`src/rtl/lp_pkg.sv`:
```
package lp_pkg;
   localparam logic [31:0] REC_MAGIC = 32'hDA7A_CAB1;
   localparam logic [15:0] CRC_SEED  = 16'hFFFF;
   localparam logic [15:0] CRC_POLY  = 16'h1021;
   localparam int          REC_LINES = 16;

   // one 16-bit word into the CRC, MSB first
   function automatic logic [15:0] crc16_step(input logic [15:0] c, input logic [15:0] w);
      logic [15:0] r;
      r = c;
      for (int i = 15; i >= 0; i--) begin
         if (r[15] ^ w[i]) r = {r[14:0], 1'b0} ^ CRC_POLY;
         else              r = {r[14:0], 1'b0};
      end
      return r;
   endfunction

   // byte k of the little-endian frame record
   function automatic logic [7:0] rec_byte(input logic [2:0] k, input logic [15:0] fc,
                                           input logic [7:0] pack, input logic [7:0] mode);
      case (k)
         3'd0:    return REC_MAGIC[7:0];
         3'd1:    return REC_MAGIC[15:8];
         3'd2:    return REC_MAGIC[23:16];
         3'd3:    return REC_MAGIC[31:24];
         3'd4:    return fc[7:0];
         3'd5:    return fc[15:8];
         3'd6:    return pack;
         default: return mode;
      endcase
   endfunction
endpackage

```
`src/rtl/lp_ring_ctrl.sv`:
```
module lp_ring_ctrl #(
   parameter int SLICES = 4,
   localparam int IW = (SLICES > 1) ? $clog2(SLICES) : 1
) (
   input  logic          clk,
   input  logic          rst_n,
   input  logic [IW-1:0] head,
   input  logic          take,
   output logic [IW-1:0] tail,
   output logic          empty
);
   logic [IW-1:0] nxt;

   assign nxt   = (tail == IW'(SLICES - 1)) ? '0 : tail + IW'(1);
   assign empty = (head == nxt);

   always_ff @(posedge clk) begin
      if (!rst_n)    tail <= IW'(SLICES - 1);
      else if (take) tail <= nxt;
   end
endmodule

```
`src/rtl/lp_meta.sv`:
```
module lp_meta #(
   parameter logic [7:0] PACK_STATE = 8'h00,
   parameter logic [7:0] CRC_MODE   = 8'd2
) (
   input  logic        clk,
   input  logic        rst_n,
   input  logic        frame_start,
   input  logic        line_done,
   output logic [15:0] fcnt,
   output logic [3:0]  nibble
);
   import lp_pkg::*;

   logic [4:0] line_q;   // saturates at REC_LINES
   logic [7:0] sel_byte;

   always_ff @(posedge clk) begin
      if (!rst_n) begin
         fcnt   <= '0;
         line_q <= '0;
      end else if (frame_start) begin
         fcnt   <= fcnt + 16'd1;
         line_q <= '0;
      end else if (line_done && line_q != 5'(REC_LINES)) begin
         line_q <= line_q + 5'd1;
      end
   end

   assign sel_byte = rec_byte(line_q[3:1], fcnt, PACK_STATE, CRC_MODE);
   assign nibble   = line_q[4] ? 4'h0 : (line_q[0] ? sel_byte[7:4] : sel_byte[3:0]);
endmodule

```
`src/rtl/lp_crc.sv`:
```
module lp_crc #(
   parameter int CRC_LAG = 2
) (
   input  logic        clk,
   input  logic        rst_n,
   input  logic        step,
   input  logic        first,
   input  logic        last,
   input  logic [15:0] word,
   output logic [15:0] hist
);
   import lp_pkg::*;

   logic [15:0] acc, acc_nxt;

   assign acc_nxt = crc16_step(first ? CRC_SEED : acc, word);

   always_ff @(posedge clk) begin
      if (!rst_n)    acc <= '0;
      else if (step) acc <= acc_nxt;
   end

   generate
      if (CRC_LAG == 1) begin : g_lag1
         logic [15:0] h1;
         always_ff @(posedge clk) begin
            if (!rst_n)            h1 <= '0;
            else if (step && last) h1 <= acc_nxt;
         end
         assign hist = h1;
      end else begin : g_lag2
         logic [15:0] h1, h2;
         always_ff @(posedge clk) begin
            if (!rst_n) begin
               h1 <= '0;
               h2 <= '0;
            end else if (step && last) begin
               h1 <= acc_nxt;
               h2 <= h1;
            end
         end
         assign hist = h2;
      end
   endgenerate
endmodule

```
`src/rtl/line_packer.sv`:
```
module line_packer #(
   parameter int         LINE_WORDS  = 16,
   parameter int         SLICES      = 4,
   parameter int         PAYLOAD_LEN = LINE_WORDS - 2,
   parameter logic [7:0] PACK_STATE  = 8'h00,
   parameter int         CRC_LAG     = 2,
   localparam int IW = (SLICES > 1) ? $clog2(SLICES) : 1,
   localparam int AW = $clog2(SLICES * LINE_WORDS),
   localparam int WW = $clog2(LINE_WORDS)
) (
   input  logic          clk,
   input  logic          rst_n,
   input  logic          frame_start,
   input  logic [IW-1:0] head_idx,
   output logic [AW-1:0] rd_addr,
   input  logic [15:0]   rd_data,
   input  logic          pix_req,
   output logic [15:0]   pix_data,
   output logic          pix_valid
);
   generate
      if (LINE_WORDS < 3) begin : g_bad_line
         $error("line_packer: LINE_WORDS must be at least 3");
      end
      if (SLICES < 2) begin : g_bad_ring
         $error("line_packer: SLICES must be at least 2");
      end
      if (PAYLOAD_LEN < 0 || PAYLOAD_LEN > 4095) begin : g_bad_len
         $error("line_packer: PAYLOAD_LEN must fit in 12 bits");
      end
      if (CRC_LAG != 1 && CRC_LAG != 2) begin : g_bad_lag
         $error("line_packer: CRC_LAG must be 1 or 2");
      end
   endgenerate

   logic [WW-1:0] word_cnt;
   logic          idle_q;
   logic [IW-1:0] slice_q;
   logic [IW-1:0] tail_q;
   logic          ring_empty;
   logic [15:0]   frame_cnt;
   logic [3:0]    nib;
   logic [15:0]   crc_hist;
   logic          first_w, last_w, pen_w, accept, cur_idle;
   logic [IW-1:0] cur_slice;
   logic [15:0]   status_w, word_out;

   assign first_w   = (word_cnt == '0);
   assign last_w    = (word_cnt == WW'(LINE_WORDS - 1));
   assign pen_w     = (word_cnt == WW'(LINE_WORDS - 2));
   assign accept    = pix_req && !frame_start;
   assign cur_idle  = first_w ? ring_empty : idle_q;
   assign cur_slice = first_w ? tail_q : slice_q;
   assign rd_addr   = AW'(AW'(cur_slice) * AW'(LINE_WORDS)) + AW'(word_cnt);
   assign status_w  = {nib, cur_idle ? 12'h000 : 12'(PAYLOAD_LEN)};

   always_comb begin
      if (last_w)        word_out = status_w;
      else if (pen_w)    word_out = crc_hist;
      else if (cur_idle) word_out = 16'h0000;
      else               word_out = rd_data;
   end

   lp_ring_ctrl #(.SLICES(SLICES)) u_ring (
      .clk   (clk),
      .rst_n (rst_n),
      .head  (head_idx),
      .take  (accept && first_w && !ring_empty),
      .tail  (tail_q),
      .empty (ring_empty)
   );

   lp_meta #(.PACK_STATE(PACK_STATE), .CRC_MODE(8'(CRC_LAG))) u_meta (
      .clk         (clk),
      .rst_n       (rst_n),
      .frame_start (frame_start),
      .line_done   (accept && last_w),
      .fcnt        (frame_cnt),
      .nibble      (nib)
   );

   lp_crc #(.CRC_LAG(CRC_LAG)) u_crc (
      .clk   (clk),
      .rst_n (rst_n),
      .step  (accept),
      .first (first_w),
      .last  (last_w),
      .word  (word_out),
      .hist  (crc_hist)
   );

   always_ff @(posedge clk) begin
      if (!rst_n) begin
         word_cnt  <= '0;
         idle_q    <= 1'b1;
         slice_q   <= '0;
         pix_data  <= '0;
         pix_valid <= 1'b0;
      end else begin
         pix_valid <= accept;
         if (frame_start) begin
            word_cnt <= '0;
         end else if (accept) begin
            pix_data <= word_out;
            word_cnt <= last_w ? '0 : word_cnt + WW'(1);
            if (first_w) begin
               idle_q  <= ring_empty;
               slice_q <= tail_q;
            end
         end
      end
   end
endmodule

```
`config.mk`:
```
export PLATFORM = sky130hd
export DESIGN_NAME = line_packer
export DESIGN_NICKNAME = d
export VERILOG_FILES = /design/src/rtl/lp_pkg.sv /design/src/rtl/lp_ring_ctrl.sv /design/src/rtl/lp_meta.sv /design/src/rtl/lp_crc.sv /design/src/rtl/line_packer.sv
export SDC_FILE = /design/constraint.sdc
export NUM_CORES = 1
export LEC_CHECK = 0
export BUFFER_PORTS_ARGS = -buffer_cell sky130_fd_sc_hd__buf_4
export CORE_AREA = 2 2 111 113
export DETAILED_ROUTE_END_ITERATION = 10
export DIE_AREA = 0 0 113 115
export HOLD_SLACK_MARGIN = 0.06
export SLEW_MARGIN = 20
export SYNTH_ARGS = -nofsm -noshare
export SYNTH_HDL_FRONTEND = slang
export SYNTH_SLANG_ARGS = --single-unit
```
`constraint.sdc`:
```
create_clock -name clk -period 5.4 [get_ports clk]
set_clock_uncertainty 0.05 [all_clocks]
set_input_delay 0.81 -clock clk [delete_from_list [all_inputs] [get_ports clk]]
set_output_delay 0.81 -clock clk [all_outputs]
set_load 0.01 [all_outputs]
```
==> summary.txt <==
Run status
  • Outcome: finished with violations
  • Failing checks: design-rule violations

Die
  • Num rows: 40
  • Full die area: 0.0130 mm^2
  • Die height: 115 um
  • Die Span X: 113 um
  • CORE AREA: 0.0118 mm^2
  • Initial Util: 0.438
  • I/O pin total: 45

Route
  • Antenna viol nets, final: 0
  • 1st-iter DRT viols: 378
  • Routed wire length: 14300 um
  • Via-to-Cell Ratio: 5.57
  • DRT Pass-1 Iters: 7
  • # DRC: 6
  • Via count: 4572
  • Wirelength per Cell: 17.4 um

Synthesis
  • Distinct cell type count after synthesis: 59
  • Seq cells post-synth: 95
  • Area leader, netlist: dfxtp_1
  • Number of synthesized flops with an enable pin: 0
  • Synth Flop Type: dfxtp_1
  • Cell count after synthesis: 650
  • Most numerous cell in the Yosys netlist: nand2_1
  • Post-synthesis sequential area ratio: 0.368
  • XOR/XNOR Fraction of Synth Area: 0.143
  • Adder-Cell Fraction of Synth Area: 0.0169
  • Syn nets: 679
  • Synth Area in Compound Gates: 0.169
  • YS warnings: 0
  • Synth top cells by count: nand2_1 (102), dfxtp_1 (95), nor2_1 (77)
  • Ys async rst share: 0
  • Post-Synth Simple-Gate Area: 0.247
  • Proportion of synthesized area in mux cells: 0.0162
  • Synthesized area per cell: 7.96 um^2
  • Post-synthesis cell area: 0.00517 mm^2
  • Yosys top cell area share: 0.368
  • Largest family of logic cells by synthesized area: simple AND/OR/NAND/NOR gates
  • Synth area leaders: dfxtp_1 (37%), nand2_1 (7.4%), a21oi_1 (6.3%)

Finish
  • Layout Nets: 698
  • Share of cells above drive strength 1: 0.129
  • P&R area growth vs syn: 13.6%
  • Post-Layout Inst Area: 0.00588 mm^2
  • N_diodes: 0
  • Fillers: 1129
  • Fin util: 0.498

Placement
  • Post-placement cell area: 0.00555 mm^2
  • Placer Congestion: 0.901
  • Buffers on Ports: 44
  • Hpwl dp: 10000 um

GRT
  • Vias in the first global route: 4164
  • First-pass GRT wire length: 22800 um
  • Met3 Use GR: 0.0316
  • Pin count of the biggest net entering global routing: 63
  • Gr usage total: 0.225
  • Busiest grt layer: met2
  • Grt met1 use: 0.309
  • Grt ovf: 0
  • M2 GR Usage: 0.364
  • Initial antenna violation count: 0

Min path
  • Tightest Hold Check Type: reg2reg
  • Min-delay src: u_crc.g_lag2.h1[15]

Timing
  • RSZ-0062 raised after global routing: false
  • Min Tclk post-route: 3.94 ns
  • Final setup fails: 0
  • Setup TNS: 0 ns
  • Worst-margin pin slew: 1.03 ns
  • Slew Viols, Final: 0
  • WHS: 0.402 ns
  • Max Clk Rate: 254 MHz
  • Tcrit/Tclk final: 0.729
  • Max_slew headroom: 0.311
  • Final hold vios: 0

Critical path
  • Crit path launch type: flip-flop
  • CP Launch Point: word_cnt[0]
  • Worst Path Arrival: 4.12 ns
  • Top delay family on crit path: simple AND/OR/NAND/NOR gates
  • Crit end category: flip-flop
  • R2R Setup Slk: 1.46 ns
  • Max FO, Critical Path: 11
  • Reg-to-Reg Start: word_cnt[0]
  • Worst Setup Path Type: reg2reg
  • Worst EP required: 5.58 ns
  • Crit path cell chain: inv_1 -> ha_1 -> or3b_1 -> or4_1 -> nand2_4 -> nor3_1 -> a211o_1 -> xnor3_1 -> xnor2_2 -> xnor2_1 -> a21oi_1
  • Crit path buffers/inverters: 1
  • Max stage delay on crit path: 0.81 ns
  • CP max-delay cell: or4_1

Clock network
  • TritonCTS Sinks: 95
  • Setup bufs post-CTS: 0
  • CTS Buffer Depth: 2
  • CTS root buffer: clkbuf_16
  • Number of gates resized after CTS: 0
  • Hold-fix buffers, CTS: 0
  • CTS Buf Count: 9
  • H-tree depth: 3
  • Clk pin slew, worst setup/hold paths: 0.07 ns
  • Worst-skew pair later-pin latency: 0.36 ns
  • CTS tree: done

Power
  • PwrDens: 341 mW/mm^2
  • Leakage: 0.00229 uW
  • VDD IR max: 180 uV

Job
  • Maxcap violations: 0
[routing by layer]
| layer | vias to the layer above | part of all wire |
|---|---|---|
| li1 | 2262 | - |
| met1 | 2165 | 0.46 |
| met2 | 126 | 0.47 |
| met3 | 19 | 0.048 |
| met4 | 0 | 0.021 |
| met5 | - | 0 |
[worst paths after layout]
path,endpoint,cells after the start
setup / recovery,u_crc.acc[8],11
hold / removal,u_crc.hist[15],2
setup reg to reg,u_crc.acc[8],11
hold reg to reg,u_crc.hist[15],2
[cells by family after synthesis]
logic type / count (synthesis)
multiplexers: 8
buffers and inverters: 49
adder cells (fa/ha/maj): 7
XOR/XNOR: 69
AND/OR/NAND/NOR: 278
AO/OA/AOI/OAI: 144
flip-flops: 95
[stage by stage]
step | std cells | setup slack (ns) | total power [uW]
floorplan | 650 | 2.11 | 1180
global placement | 805 | 1.61 | 1290
detailed placement | 805 | 1.49 | 1300
CTS | 821 | 1.47 | 2010
global route | 821 | 1.23 | 2090
finish | 821 | 1.46 | 2000
[flip-flops by register name, indices dropped and copies added, names as in the netlist]
register / flops
slice_q: 2
u_ring.tail: 2
u_crc.hist: 16
pix_valid: 1
u_meta.fcnt: 16
pix_data: 16
u_crc.acc: 16
word_cnt: 4
idle_q: 1
u_meta.line_q: 5
u_crc.g_lag2.h1: 16
[cells in the final DEF, fill, tap and decap left out, types with 3 or more instances in the layout]
| master | instances |
|---|---|
| and3_1 | 12 |
| mux2_2 | 3 |
| nand2_1 | 102 |
| a31oi_1 | 4 |
| nor2b_1 | 4 |
| mux2i_1 | 5 |
| nand3_1 | 26 |
| nand2b_1 | 8 |
| xor2_1 | 24 |
| dfxtp_1 | 95 |
| or3_1 | 3 |
| and2_1 | 7 |
| nor3_1 | 14 |
| nand4_1 | 8 |
| a211o_1 | 4 |
| clkbuf_16 | 9 |
| inv_1 | 8 |
| a211oi_1 | 15 |
| o21ai_0 | 33 |
| nand3b_1 | 3 |
| a21oi_1 | 65 |
| xnor2_1 | 35 |
| xnor3_1 | 4 |
| o31ai_1 | 3 |
| a21o_1 | 3 |
| nor2_1 | 76 |
| ha_1 | 7 |
| buf_4 | 48 |
[worst min-delay path, stage by stage, from the launching register on]
cell and delay (ns):
dfxtp_1 0.31, nand2_1 0.05, a21oi_1 0.05
[final cells by class]
class / count / area (um^2) / area share
well taps: 147 / 184 / 0.0313
clock inverters: 7 / 105 / 0.0179
inverters: 9 / 35.0 / 0.00596
flip-flops and latches: 95 / 1900 / 0.323
repair buffers: 48 / 360 / 0.0613
multi-input cells: 506 / 3070 / 0.522
clock buffers: 9 / 225 / 0.0383
[report_power, final]
| group | internal, uW | switching (uW) | leakage, uW |
|---|---|---|---|
| combinational | 234 | 301 | 0.00136 |
| sequential | 731 | 23.8 | 0.000772 |
| clock | 413 | 303 | 0.000158 |
Power figures use the tool's default switching activity.
